===== src/rtl/align_fault_pkg.sv =====
package align_fault_pkg;
  localparam int CLS_W  = 4;
  localparam int CODE_W = 2;

  typedef enum logic [CLS_W-1:0] {
    C_INT   = 4'd0,
    C_FP    = 4'd1,
    C_LDMUL = 4'd2,
    C_STMUL = 4'd3,
    C_STR   = 4'd4,
    C_LRSV  = 4'd5,
    C_STCND = 4'd6,
    C_EXTC  = 4'd7,
    C_BZERO = 4'd8
  } cls_e;

  typedef enum logic [CODE_W-1:0] {
    RC_NONE  = 2'b00,
    RC_MISAL = 2'b01,
    RC_LEMS  = 2'b10,
    RC_BZERO = 2'b11
  } code_e;

  typedef struct packed {
    logic word_req;
    logic multi_str;
    logic bzero;
  } cls_attr_t;

  function automatic cls_attr_t decode_cls(input logic [CLS_W-1:0] c);
    cls_attr_t a;
    a.word_req  = (c == C_FP) || (c == C_LDMUL) || (c == C_STMUL) ||
                  (c == C_LRSV) || (c == C_STCND) || (c == C_EXTC);
    a.multi_str = (c == C_LDMUL) || (c == C_STMUL) || (c == C_STR);
    a.bzero     = (c == C_BZERO);
    return a;
  endfunction
endpackage


===== src/rtl/align_cls_decode.sv =====
module align_cls_decode
  import align_fault_pkg::*;
#(
  parameter int CW = CLS_W
) (
  input  logic [CW-1:0] cls,
  output cls_attr_t     attr
);
  always_comb attr = decode_cls(cls);
endmodule


===== src/rtl/align_rule_eval.sv =====
module align_rule_eval
  import align_fault_pkg::*;
#(
  parameter int EA_W = 2
) (
  input  cls_attr_t       attr,
  input  logic [EA_W-1:0] ea_lo,
  input  logic            le,
  input  logic            wt,
  input  logic            ci,
  input  logic            xlate,
  input  logic            dc_en,
  output logic            hit_misal,
  output logic            hit_lems,
  output logic            hit_bzero,
  output code_e           code
);
  always_comb begin
    hit_misal = attr.word_req && (ea_lo != '0);
    hit_lems  = attr.multi_str && le;
    hit_bzero = attr.bzero && ((xlate && (wt || ci)) || !dc_en);
    if (hit_misal)      code = RC_MISAL;
    else if (hit_lems)  code = RC_LEMS;
    else if (hit_bzero) code = RC_BZERO;
    else                code = RC_NONE;
  end
endmodule


===== src/rtl/align_fault_top.sv =====
module align_fault_top
  import align_fault_pkg::*;
#(
  parameter int CW   = CLS_W,
  parameter int EA_W = 2
) (
  input  logic            clk,
  input  logic            rst_n,
  input  logic            req_vld,
  input  logic [CW-1:0]   req_cls,
  input  logic [EA_W-1:0] req_ea_lo,
  input  logic            req_le,
  input  logic            req_wt,
  input  logic            req_ci,
  input  logic            req_xlate,
  input  logic            req_dc_en,
  output logic            res_vld,
  output logic            res_fault,
  output logic [CODE_W-1:0] res_code
);
  cls_attr_t attr_w;
  logic hit_misal_w, hit_lems_w, hit_bzero_w;
  code_e code_w;

  align_cls_decode #(.CW(CW)) u_dec (.cls(req_cls), .attr(attr_w));

  align_rule_eval #(.EA_W(EA_W)) u_eval (
    .attr(attr_w), .ea_lo(req_ea_lo), .le(req_le), .wt(req_wt), .ci(req_ci),
    .xlate(req_xlate), .dc_en(req_dc_en),
    .hit_misal(hit_misal_w), .hit_lems(hit_lems_w), .hit_bzero(hit_bzero_w),
    .code(code_w)
  );

  always_ff @(posedge clk) begin
    if (!rst_n) begin
      res_vld   <= 1'b0;
      res_fault <= 1'b0;
      res_code  <= RC_NONE;
    end else begin
      res_vld <= req_vld;
      if (req_vld) begin
        res_fault <= (code_w != RC_NONE);
        res_code  <= code_w;
      end
    end
  end


  vld_lat_chk: assert property (@(posedge clk) disable iff (!rst_n)
    res_vld == $past(req_vld));

  flag_code_chk: assert property (@(posedge clk) disable iff (!rst_n)
    res_fault == (res_code != 2'b00));

  misal_wins_chk: assert property (@(posedge clk) disable iff (!rst_n)
    (req_vld && hit_misal_w) |=> (res_code == 2'b01));

  int_nofault_chk: assert property (@(posedge clk) disable iff (!rst_n)
    (req_vld && !attr_w.word_req && !attr_w.multi_str && !attr_w.bzero)
      |=> !res_fault);

  dc_off_chk: assert property (@(posedge clk) disable iff (!rst_n)
    (req_vld && attr_w.bzero && !req_dc_en) |=> (res_code == 2'b11));

  lems_chk: assert property (@(posedge clk) disable iff (!rst_n)
    (req_vld && hit_lems_w && !hit_misal_w) |=> (res_code == 2'b10));
endmodule


===== config.mk =====
export PLATFORM = sky130hd
export DESIGN_NAME = align_fault_top
export DESIGN_NICKNAME = d
export VERILOG_FILES = /design/src/rtl/align_fault_pkg.sv /design/src/rtl/align_cls_decode.sv /design/src/rtl/align_rule_eval.sv /design/src/rtl/align_fault_top.sv
export SDC_FILE = /design/constraint.sdc
export NUM_CORES = 1
export LEC_CHECK = 0
export CAP_MARGIN = 20
export CORE_AREA = 2 2 39 41
export DETAILED_ROUTE_END_ITERATION = 10
export DIE_AREA = 0 0 41 43
export GPL_ROUTABILITY_DRIVEN = 0
export PLACE_DENSITY = 0.5
export SLEW_MARGIN = 20
export SYNTH_ARGS = -nofsm -noshare
export SYNTH_HDL_FRONTEND = slang
export SYNTH_SLANG_ARGS = --single-unit

===== constraint.sdc =====
create_clock -name clk -period 3.82 [get_ports clk]
set_input_delay 1.146 -clock clk [delete_from_list [all_inputs] [get_ports clk]]
set_output_delay 1.146 -clock clk [all_outputs]
set_load 0.05 [all_outputs]

==> out/results.env, run 1 <==
FINAL_GLOBAL_ROUTE_OVERFLOW_TOTAL=0
CTS_HOLD_BUF=0
IO_PINS=18
CP_SLOWEST_CELL='sky130_fd_sc_hd__clkdlybuf4s50_1'
CORE-AREA_UM2=1380
DIE_H_UM=43
WORSTPATHCELLLIST='clkdlybuf4s50_1'
HTREE_LEVELS=1
SYNTH.AREA.TOP_CELLS='sky130_fd_sc_hd__dfxtp_1 43%, sky130_fd_sc_hd__o21ai_0 8.1%, sky130_fd_sc_hd__mux2_2 6.0%'
FINAL_ANTENNA_DIODE_COUNT=0
POWER_mW=0.131
HOLD_SLACK_NS=0.466
CLOCK-SKEW-FINAL_NS=0
POWER.DENSITY_CELL_AREA_nW_PER_UM2=327
CRITICAL-PATH-TOP-DELAY-FAMILY='buffers and inverters'
FLOW.AREA_GROWTH_FROM_SYNTHESIS_PCT=114
NETLIST_INSTANCES=22
WORSTHOLDPATHTYPE='flip-flop to flip-flop'
CTS_SINKS=4
ANTENNA_FOUND_INITIAL=0
WORSTPATHARRIVAL_NS=1.35
DIE_W_UM=41
DOMINANTREGCELLSYNTH='sky130_fd_sc_hd__dfxtp_1'
ROW_COUNT=14
SYNTHARSTFLOPSHARE_PCT=0
INSERTED_CLOCK_BUFFERS=3
WORST_EP_REQUIRED_TIME_NS=2.67
CAPTURING_POINT_OF_THE_WORST_REG2REG_PATH='res_code[0]'
VIOLATION_COUNT_AFTER_THE_FIRST_DETAILED_ROUTING_ITERATION=0
TIMING.CRITICAL_PATH.TO_TYPE='output pin'
FILLCELLCOUNT=156
COMBPWRFRAC_PCT=26.5
NUM-NETS-FINAL=58
MAX_CAP_VIOLATIONS=0
VIAS=228
MAX_IR_DROP_VDD_mV=0.172
SYNTH.MOST_COMMON_CELL='sky130_fd_sc_hd__dfxtp_1'
NUMBER_OF_GLOBAL_ROUTE_VIAS_BEFORE_REPAIR=217
CLOCKPOWERSHARE_PCT=38.8
GRT_MAX_DEGREE=6
LAYOUT_WORST_PATH_CYCLE_SHARE_PCT=65.3
RSZ0062_AT_GRT='no'
POWER_SWITCHING_mW=0.0320
REMAINING_DRC_ERRORS=0
CTSRESIZECOUNT=0
YS_SEQ_ELEMENTS=4
ANTENNA_VIOLATING_NETS_POST_ROUTE=0
FIN_TNS_SETUP_NS=0
WORST-R2R-SETUP-SLACK_NS=3.20
HOLD_PATH_STARTPOINT='res_code[1]'
CTS_BUFFER_DEPTH=2
CRITPATHKIND='flip-flop to output pin'
FF_LATCH_AREA_UM2=80.1
SYN_AREA_PER_CELL_UM2=8.47
POSTCTSSETUPREPAIRBUFS=0
MULTIINPUTGATEAREA_UM2=103
FINAL_LAYOUT_SIZE_SUFFIX_GT1_SHARE_PCT=11.9
WORST_SLEW_PIN_SLEW_NS=0.499
MIN_PERIOD_NS=2.50
SHARE_OF_SYNTHESIZED_AREA_OCCUPIED_BY_FLIP_FLOPS_AND_LATCHES_PCT=43.0
WIRE_PER_INST_UM=8.36
FIRSTDRTPASSITERS=1
PORT-BUFFER-COUNT=17
MIN_TO='res_code[1]'
GRT_UTIL_ALL_LAYERS_PCT=7.13
VIAS_PER_CELL=3.93
CLOCK_LATENCY_LATE_SINK_NS=0.23
STATUS='finished clean'
MAX_SLEW_MARGIN_PCT=66.6
FINALCOREUTILIZATION_PCT=28.8
CTS_TREE='done'
POWER.INTERNAL_mW=0.0986
WORSTPATHMAXFANOUT=2
HOLD-PATH-CELL-COUNT=2
SETUP_VIOLATIONS_FINAL=0
SWITCHING_SHARE_PCT=24.5
MAX_CLOCK_FREQ_GHz=0.401
WORSTSETUPSTARTPOINTTYPE='flip-flop'
WORST_R2R_STARTPOINT='res_code[0]'
WIRE_LENGTH_OF_THE_FIRST_GLOBAL_ROUTING_PASS_UM=807
CTS.REPORTEDPATHS.CLKPINSLEW_NS=0.03
CTS.ROOT.BUFFER_CELL='sky130_fd_sc_hd__clkbuf_4'
WORST-PATH-BUF-INV=1
SYNTHESIS.YOSYS.WARNINGS=0
SYN_NETS=36
CP_MAX_STAGE_DELAY_NS=0.80
INITIAL_STANDARD_CELL_UTILIZATION_OF_THE_CORE_PCT=13.5
CELL_COUNT_OF_THE_WORST_REG_TO_REG_PATH=2
NUMBER_OF_ENABLE_TYPE_REGISTER_CELLS_IN_THE_SYNTHESIZED_NETLIST=0
DIE-AREA_UM2=1760
TOTAL_LEAKAGE_POWER_nW=0.148
DPL_WORST_SLACK_NS=1.23
YOSYS.AREA.TOP_TYPE='sky130_fd_sc_hd__dfxtp_1'
SETUP_WS_NS=1.32
SYNTH_AREA_UM2=186
TIMING_HOLD_VIOLATIONS_FINAL=0
FINALMAXSLEWVIOLATIONS=0
SYNTH_TOP_AREA_SHARE_PCT=43.0
COUNT_OF_UNIQUE_LIBRARY_CELLS_INSTANTIATED_BY_YOSYS=14
SEQUENTIALPOWERSHARE_PCT=34.7
WL_UM=485
SYNTH_TOP_CELLS_BY_COUNT='4 x sky130_fd_sc_hd__dfxtp_1, 3 x sky130_fd_sc_hd__nor2_1, 3 x sky130_fd_sc_hd__o21ai_0, 2 x sky130_fd_sc_hd__nand2_1'
==> registers in the layout (all words and copies together), names as in the netlist <==
register,count
res_code,2
res_fault,1
res_vld,1
==> power groups by stage <==
stage	clock network, mW	logic [mW]	registers, mW
6_report	0.0506	0.0346	0.0453
5_1_grt	0.0567	0.0375	0.0454
4_1_cts	0.0543	0.0351	0.0453
3_5_place_dp	0	0.0349	0.0459
3_3_place_gp	0	0.0347	0.0460
2_1_floorplan	0	0.00648	0.0542
==> cells in the final DEF (no fill, tap or decap) <==
cell type and instances:
sky130_fd_sc_hd__o21ai_0 3, sky130_fd_sc_hd__inv_1 1, sky130_fd_sc_hd__nand2_1 2, sky130_fd_sc_hd__dfxtp_1 4, sky130_fd_sc_hd__mux2_2 1, sky130_fd_sc_hd__o31a_1 1, sky130_fd_sc_hd__a21oi_2 1, sky130_fd_sc_hd__nor2_1 3
sky130_fd_sc_hd__nor2b_1 1, sky130_fd_sc_hd__or4b_1 1, sky130_fd_sc_hd__a21oi_1 1, sky130_fd_sc_hd__and2_1 1, sky130_fd_sc_hd__clkdlybuf4s50_1 17, sky130_fd_sc_hd__o22ai_1 1, sky130_fd_sc_hd__a31oi_1 1, sky130_fd_sc_hd__clkbuf_4 3
==> metrics by stage <==
step	std cells	area [µm²]
finish	58	399
global route	58	399
CTS	58	399
detailed placement	55	377
global placement	55	377
floorplan	22	186
==> routing by layer <==
layer	wire length [µm]	global-route usage (%)	share of wire, %
met2	224	9.38	46
met3	53	7.85	11
met4	0	0	0
met1	207	8.36	43
met5	0	0	0
==> area by class of cell <==
type | instances | area share (%)
timing repair buffer | 17 | 42.6
clock buffer | 3 | 5.64
sequential | 4 | 20.1
inverter | 1 | 0.940
tap | 16 | 5.02
multi-input combinational | 17 | 25.7
==> cells by family (layout without fill, tap and decap cells) <==
family                 after synthesis  count (layout)  synth area share, %
AO/OA/AOI/OAI                        8               8                 26.8
buffers and inverters                1              21                 2.01
multiplexers                         1               1                 6.04
AND/OR/NAND/NOR                      8               8                 22.2
flip-flops                           4               4                 43.0
==> worst max-delay path by stage <==
stage                start     endpoint  slack, ns  cells after the start
5_1_grt        res_code[0]  res_code[0]       1.28                      1
6_report       res_code[0]  res_code[0]       1.32                      1
3_5_place_dp    req_cls[1]  res_code[1]       1.23                      5
2_1_floorplan   req_cls[1]  res_code[1]       1.74                      4
3_3_place_gp    req_cls[1]  res_code[1]       1.23                      5
4_1_cts        res_code[1]  res_code[1]       1.30                      1
Power figures use the tool's default switching activity.
==> run 2, diff against run 1 <==
- PLACE_DENSITY: 0.5 -> 0.51
- clock period: 3.82 -> 2.2 ns (I/O delays scaled with it)
==> run 2 against run 1 <==
Flip-flop and latch count did not move. Utilization is the same. Sequential power is 74% higher. Final area stayed put. Sequential share of layout area unchanged. Highest routed layer unchanged. Non-clock buffer count unchanged. Routed wire length rose by 5.6%. Largest power group unchanged. Critical path depth is the same. Combinational power grew 75%. Via count is 1.8% higher. Register-to-register slack worse by 1.6 ns. Clock power up 81%.
==> out/results.env, run 2 (synthesis results as in run 1) <==
DP_CELLS=55
CORE-AREA_UM2=1380
FINAL_GLOBAL_ROUTE_OVERFLOW_TOTAL=0
MULTIINPUTGATEAREA_UM2=103
LAYOUT_WORST_PATH_CYCLE_SHARE_PCT=91.9
TOTAL_LEAKAGE_POWER_nW=0.148
CLOCKPOWERSHARE_PCT=39.7
CELL_COUNT_OF_THE_WORST_REG_TO_REG_PATH=2
FIRSTDRTPASSITERS=2
ANTENNA_FOUND_INITIAL=0
POWER.INTERNAL_mW=0.171
WORST_SLEW_PIN_SLEW_NS=0.490
CTS_TREE='done'
WORSTHOLDPATHTYPE='flip-flop to flip-flop'
LARGEST_REG_FLOPS=2
POWER_SWITCHING_mW=0.0593
FILLCELLCOUNT=154
COMBPWRFRAC_PCT=26.2
POWER_mW=0.231
REMAINING_DRC_ERRORS=0
SWITCHING_SHARE_PCT=25.7
POSTCTSSETUPREPAIRBUFS=0
CTSRESIZECOUNT=0
LAYOUTNONFILLERINSTCOUNT=58
VIAS_PER_CELL=4.00
FF_LATCH_AREA_UM2=80.1
CLOCK-SKEW-FINAL_NS=0
CRITPATHKIND='flip-flop to output pin'
WORST-PATH-BUF-INV=1
HOLD-PATH-CELL-COUNT=2
SETUP_VIOLATIONS_FINAL=0
ROW_COUNT=14
MAX_SLEW_MARGIN_PCT=67.2
VIAS=232
WIRE_LENGTH_OF_THE_FIRST_GLOBAL_ROUTING_PASS_UM=841
DIE-AREA_UM2=1760
FINAL_LAYOUT_SIZE_SUFFIX_GT1_SHARE_PCT=11.9
WORSTPATHCELLLIST='clkdlybuf4s50_1'
DIE_H_UM=43
LAYOUT.CELLS.MOST_COMMON_LIST='17 x sky130_fd_sc_hd__clkdlybuf4s50_1, 4 x sky130_fd_sc_hd__dfxtp_1, 3 x sky130_fd_sc_hd__nor2_1, 3 x sky130_fd_sc_hd__o21ai_0, 3 x sky130_fd_sc_hd__clkbuf_4'
WORSTPATHMAXFANOUT=2
CP_NUM_CELLS=1
DIE_W_UM=41
CP_MAX_STAGE_DELAY_NS=0.80
INSERTED_CLOCK_BUFFERS=3
TIMING_HOLD_VIOLATIONS_FINAL=0
CTS_BUFFER_DEPTH=2
SEQUENTIALPOWERSHARE_PCT=34.1
NUM-NETS-FINAL=58
FIN_TNS_SETUP_NS=0
CP_SLOWEST_CELL='sky130_fd_sc_hd__clkdlybuf4s50_1'
WL_UM=512
POWER.DENSITY_CELL_AREA_nW_PER_UM2=578
WORST_EP_REQUIRED_TIME_NS=1.54
PORT-BUFFER-COUNT=17
CTS.ROOT.BUFFER_CELL='sky130_fd_sc_hd__clkbuf_4'
TOP_REGISTER='res_code'
MOSTFREQUENTLAYOUTCELL='sky130_fd_sc_hd__clkdlybuf4s50_1'
FINALMAXSLEWVIOLATIONS=0
MAX_CLOCK_FREQ_GHz=0.495
CTS.REPORTEDPATHS.CLKPINSLEW_NS=0.04
CTS_SINKS=4
HTREE_LEVELS=1
NUMBER_OF_GLOBAL_ROUTE_VIAS_BEFORE_REPAIR=204
LAYOUT_TOP_REGISTERS='res_code (2), res_fault (1), res_vld (1)'
STATUS='finished clean'
RSZ0062_AT_GRT='no'
WORSTSETUPSTARTPOINTTYPE='flip-flop'
WIRE_PER_INST_UM=8.83
CRITICAL-PATH-TOP-DELAY-FAMILY='buffers and inverters'
CLOCK_LATENCY_LATE_SINK_NS=0.23
FINAL_ANTENNA_DIODE_COUNT=0
TIMING.CRITICAL_PATH.TO_TYPE='output pin'
VIOLATION_COUNT_AFTER_THE_FIRST_DETAILED_ROUTING_ITERATION=2
ANTENNA_VIOLATING_NETS_POST_ROUTE=0
MIN_PERIOD_NS=2.02
GRT_MAX_DEGREE=6
FLOW.AREA_GROWTH_FROM_SYNTHESIS_PCT=114
MAX_CAP_VIOLATIONS=0
WORSTPATHARRIVAL_NS=1.36
MAX_IR_DROP_VDD_mV=0.270
INITIAL_STANDARD_CELL_UTILIZATION_OF_THE_CORE_PCT=13.5
GRT_UTIL_ALL_LAYERS_PCT=7.83
CTS_HOLD_BUF=0
IO_PINS=18
-- run 2: cell counts in the layout (fill, tap and decap cells not counted) --
Identical to the previous run, type by type.
-- run 2: routing by layer --
metal	part of all wire [%]	global-route usage, %	vias up
li1	-	-	119
met2	52	10.6	10
met3	12	9.42	0
met5	0	0	-
met4	0	0	0
met1	36	8.36	103
-- run 2: worst paths after layout --
kind / endpoint / start / slack [ns]
min reg2reg: res_code[1] / res_code[1] / 0.47
max: res_code[1] / res_code[1] / 0.18
min: res_code[1] / res_code[1] / 0.47
max reg2reg: res_fault / res_fault / 1.58
-- run 2: power groups by stage --
stage,logic (mW),clock network (mW),registers (mW)
after floorplan,0.0112,0,0.0940
after global placement,0.0608,0,0.0798
after detailed placement,0.0610,0,0.0798
after CTS,0.0611,0.0950,0.0787
after global routing,0.0654,0.101,0.0789
final,0.0604,0.0915,0.0787
-- run 2: area by class of cell --
type,count,area share [%]
clock buffers,3,5.64
flip-flops and latches,4,20.1
well taps,16,5.02
inverters,1,0.940
multi-input cells,17,25.7
repair buffers,17,42.6
-- run 2: through the flow --
stage	worst slack (ns)	hold WS, ns	cell area (µm²)	util (%)
2_1_floorplan	0.610	0.681	186	-
3_5_place_dp	0.0733	0.469	377	27.2
3_3_place_gp	0.118	0.471	377	27.2
6_report	0.178	0.471	399	28.8
4_1_cts	0.168	0.473	399	28.8
5_1_grt	0.134	0.531	399	28.8
-- run 2: worst register-to-register path: cells and delay by family, from the launching register on --
| kind | cells | cell delay [ns] |
|---|---|---|
| flip-flops | 1 | 0.30 |
| AO/OA/AOI/OAI | 2 | 0.20 |
==> run 3, diff against run 2 <==
- RECOVER_POWER: not set -> 50
- SLEW_MARGIN: 20 -> 15
==> run 3 against run 2 <==
Count of clock-buffer cells in the layout did not move. Non-clock buffer count did not move. Flip-flop and latch count did not move. Critical path depth did not move. Register-to-register slack barely moved. Fmax did not move. Largest power group unchanged. Cell count did not move. Highest routed layer unchanged. Die area did not move. Sequential power barely moved. Largest cell class unchanged. Final area fell by 0.94%. Routed wire length fell by 1.8%. Sequential share of layout area rose by 0.19 points.
==> out/results.env, run 3 (synthesis results as in run 1) <==
STATUS='finished clean'
WORSTHOLDPATHTYPE='flip-flop to flip-flop'
CTS_SINKS=4
HOLD_SLACK_NS=0.471
CRITICAL-PATH-TOP-DELAY-FAMILY='buffers and inverters'
COMBPWRFRAC_PCT=25.7
CELL_COUNT_OF_THE_WORST_REG_TO_REG_PATH=2
FINAL_LAYOUT_SIZE_SUFFIX_GT1_SHARE_PCT=9.52
CTSRESIZECOUNT=0
SEQUENTIALPOWERSHARE_PCT=34.3
CRITICAL_PATH.STARTPOINT='res_code[1]'
IO_PINS=18
NUMBER_OF_GLOBAL_ROUTE_VIAS_BEFORE_REPAIR=204
WIRE_LENGTH_OF_THE_FIRST_GLOBAL_ROUTING_PASS_UM=841
CTS.REPORTEDPATHS.CLKPINSLEW_NS=0.04
DIE_H_UM=43
VIAS_PER_CELL=4.00
CP_SLOWEST_CELL='sky130_fd_sc_hd__clkdlybuf4s50_1'
MAX_SLEW_MARGIN_PCT=67.2
WORST-R2R-SETUP-SLACK_NS=1.58
GRT_MAX_DEGREE=6
CTS_HOLD_BUF=0
INITIAL_STANDARD_CELL_UTILIZATION_OF_THE_CORE_PCT=13.5
HTREE_LEVELS=1
TIMING.CRITICAL_PATH.TO_TYPE='output pin'
VIAS=232
DIE-AREA_UM2=1760
ANTENNA_FOUND_INITIAL=0
FIN_TNS_SETUP_NS=0
CTS_BUFFER_DEPTH=2
ANTENNA_VIOLATING_NETS_POST_ROUTE=0
TOP_REGISTER='res_code'
CTS.ROOT.BUFFER_CELL='sky130_fd_sc_hd__clkbuf_4'
LAYOUT_WORST_PATH_CYCLE_SHARE_PCT=91.9
VIOLATION_COUNT_AFTER_THE_FIRST_DETAILED_ROUTING_ITERATION=2
WORST-PATH-BUF-INV=1
CLOCK-SKEW-FINAL_NS=0
CP_MAX_STAGE_DELAY_NS=0.80
GRT_UTIL_ALL_LAYERS_PCT=7.83
RSZ0062_AT_GRT='no'
WL_UM=503
CRIT_END='res_code[1]'
CLOCKPOWERSHARE_PCT=39.9
TIMING_HOLD_VIOLATIONS_FINAL=0
WORST_SLEW_PIN_SLEW_NS=0.490
WORSTSETUPSTARTPOINTTYPE='flip-flop'
WORSTPATHMAXFANOUT=2
FLOW.AREA_GROWTH_FROM_SYNTHESIS_PCT=112
FINALINSTANCEAREA_UM2=395
PORT-BUFFER-COUNT=17
WORSTPATHCELLLIST='clkdlybuf4s50_1'
SETUP_VIOLATIONS_FINAL=0
ROW_COUNT=14
POWER.DENSITY_CELL_AREA_nW_PER_UM2=580
TOTAL_LEAKAGE_POWER_nW=0.149
WIRE_PER_INST_UM=8.67
WORSTPATHARRIVAL_NS=1.36
CRITPATHKIND='flip-flop to output pin'
DIE_W_UM=41
NUM-NETS-FINAL=58
LAYOUT.CELLS.MOST_COMMON_LIST='15 x sky130_fd_sc_hd__clkdlybuf4s50_1, 4 x sky130_fd_sc_hd__dfxtp_1, 3 x sky130_fd_sc_hd__nor2_1, 3 x sky130_fd_sc_hd__o21ai_0, 3 x sky130_fd_sc_hd__clkbuf_4'
DPL_WORST_SLACK_NS=0.0733
CLOCK_LATENCY_LATE_SINK_NS=0.23
POWER.INTERNAL_mW=0.170
INSERTED_CLOCK_BUFFERS=3
FINALMAXSLEWVIOLATIONS=0
CTS_TREE='done'
LARGEST_REG_FLOPS=2
MIN_PERIOD_NS=2.02
FINAL_GLOBAL_ROUTE_OVERFLOW_TOTAL=0
FIRSTDRTPASSITERS=2
SETUP_WS_NS=0.178
MAX_CLOCK_FREQ_GHz=0.495
POWER_SWITCHING_mW=0.0588
MAX_CAP_VIOLATIONS=0
REMAINING_DRC_ERRORS=0
PLACED_AREA_UM2=377
MAX_IR_DROP_VDD_mV=0.270
POSTCTSSETUPREPAIRBUFS=0
CORE-AREA_UM2=1380
CP_NUM_CELLS=1
CAPTURING_POINT_OF_THE_WORST_REG2REG_PATH='res_fault'
WORST_EP_REQUIRED_TIME_NS=1.54
LAYOUT_TOP_REGISTERS='res_code (2), res_fault (1), res_vld (1)'
WORST_R2R_STARTPOINT='res_fault'
SWITCHING_SHARE_PCT=25.6
FINAL_ANTENNA_DIODE_COUNT=0
MOSTFREQUENTLAYOUTCELL='sky130_fd_sc_hd__clkdlybuf4s50_1'
[run 3: changes by cell type in the layout (fill, tap and decap cells not counted), sizes merged]
cell           delta
dlygate4sd3       +2
clkdlybuf4s50     -2
[run 3: through the flow]
step                      utilization, %  total power [mW]  instances
final                               28.6             0.229         58
after global placement              27.2             0.141         55
after detailed placement            27.2             0.141         55
after global routing                28.6             0.244         58
after floorplan                        -             0.105         22
after CTS                           28.8             0.235         58
[run 3: cell type report]
| cell class | count | area (µm²) |
|---|---|---|
| Clock buffer | 3 | 22.5 |
| Fill cell | 156 | 988 |
| Inverter | 1 | 3.75 |
| Multi-Input combinational cell | 17 | 98.8 |
| Sequential cell | 4 | 80.1 |
| Tap cell | 16 | 20.0 |
| Timing Repair Buffer | 17 | 170 |
[run 3: power by group through the flow]
stage	sequential (mW)	combinational, mW	clock, mW
after floorplan	0.0940	0.0112	0
after global placement	0.0798	0.0608	0
after detailed placement	0.0798	0.0610	0
after CTS	0.0787	0.0611	0.0950
after global routing	0.0789	0.0640	0.101
final	0.0787	0.0590	0.0915
[run 3: per-layer routing]
metal | share of wire [%] | up-vias | track usage, %
li1 | - | 119 | -
met1 | 35 | 103 | 8.36
met2 | 53 | 10 | 10.6
met3 | 12 | 0 | 9.42
met4 | 0 | 0 | 0
met5 | 0 | - | 0
[run 3: worst min path at each step]
stage	endpoint	startpoint	cells after the start	slack, ns
finish	res_code[1]	res_code[1]	2	0.47
global route	res_code[0]	res_code[0]	2	0.53
CTS	res_code[1]	res_code[1]	2	0.47
detailed placement	res_code[1]	res_code[1]	2	0.47
global placement	res_code[1]	res_code[1]	2	0.47
floorplan	res_code[1]	res_code[1]	2	0.68
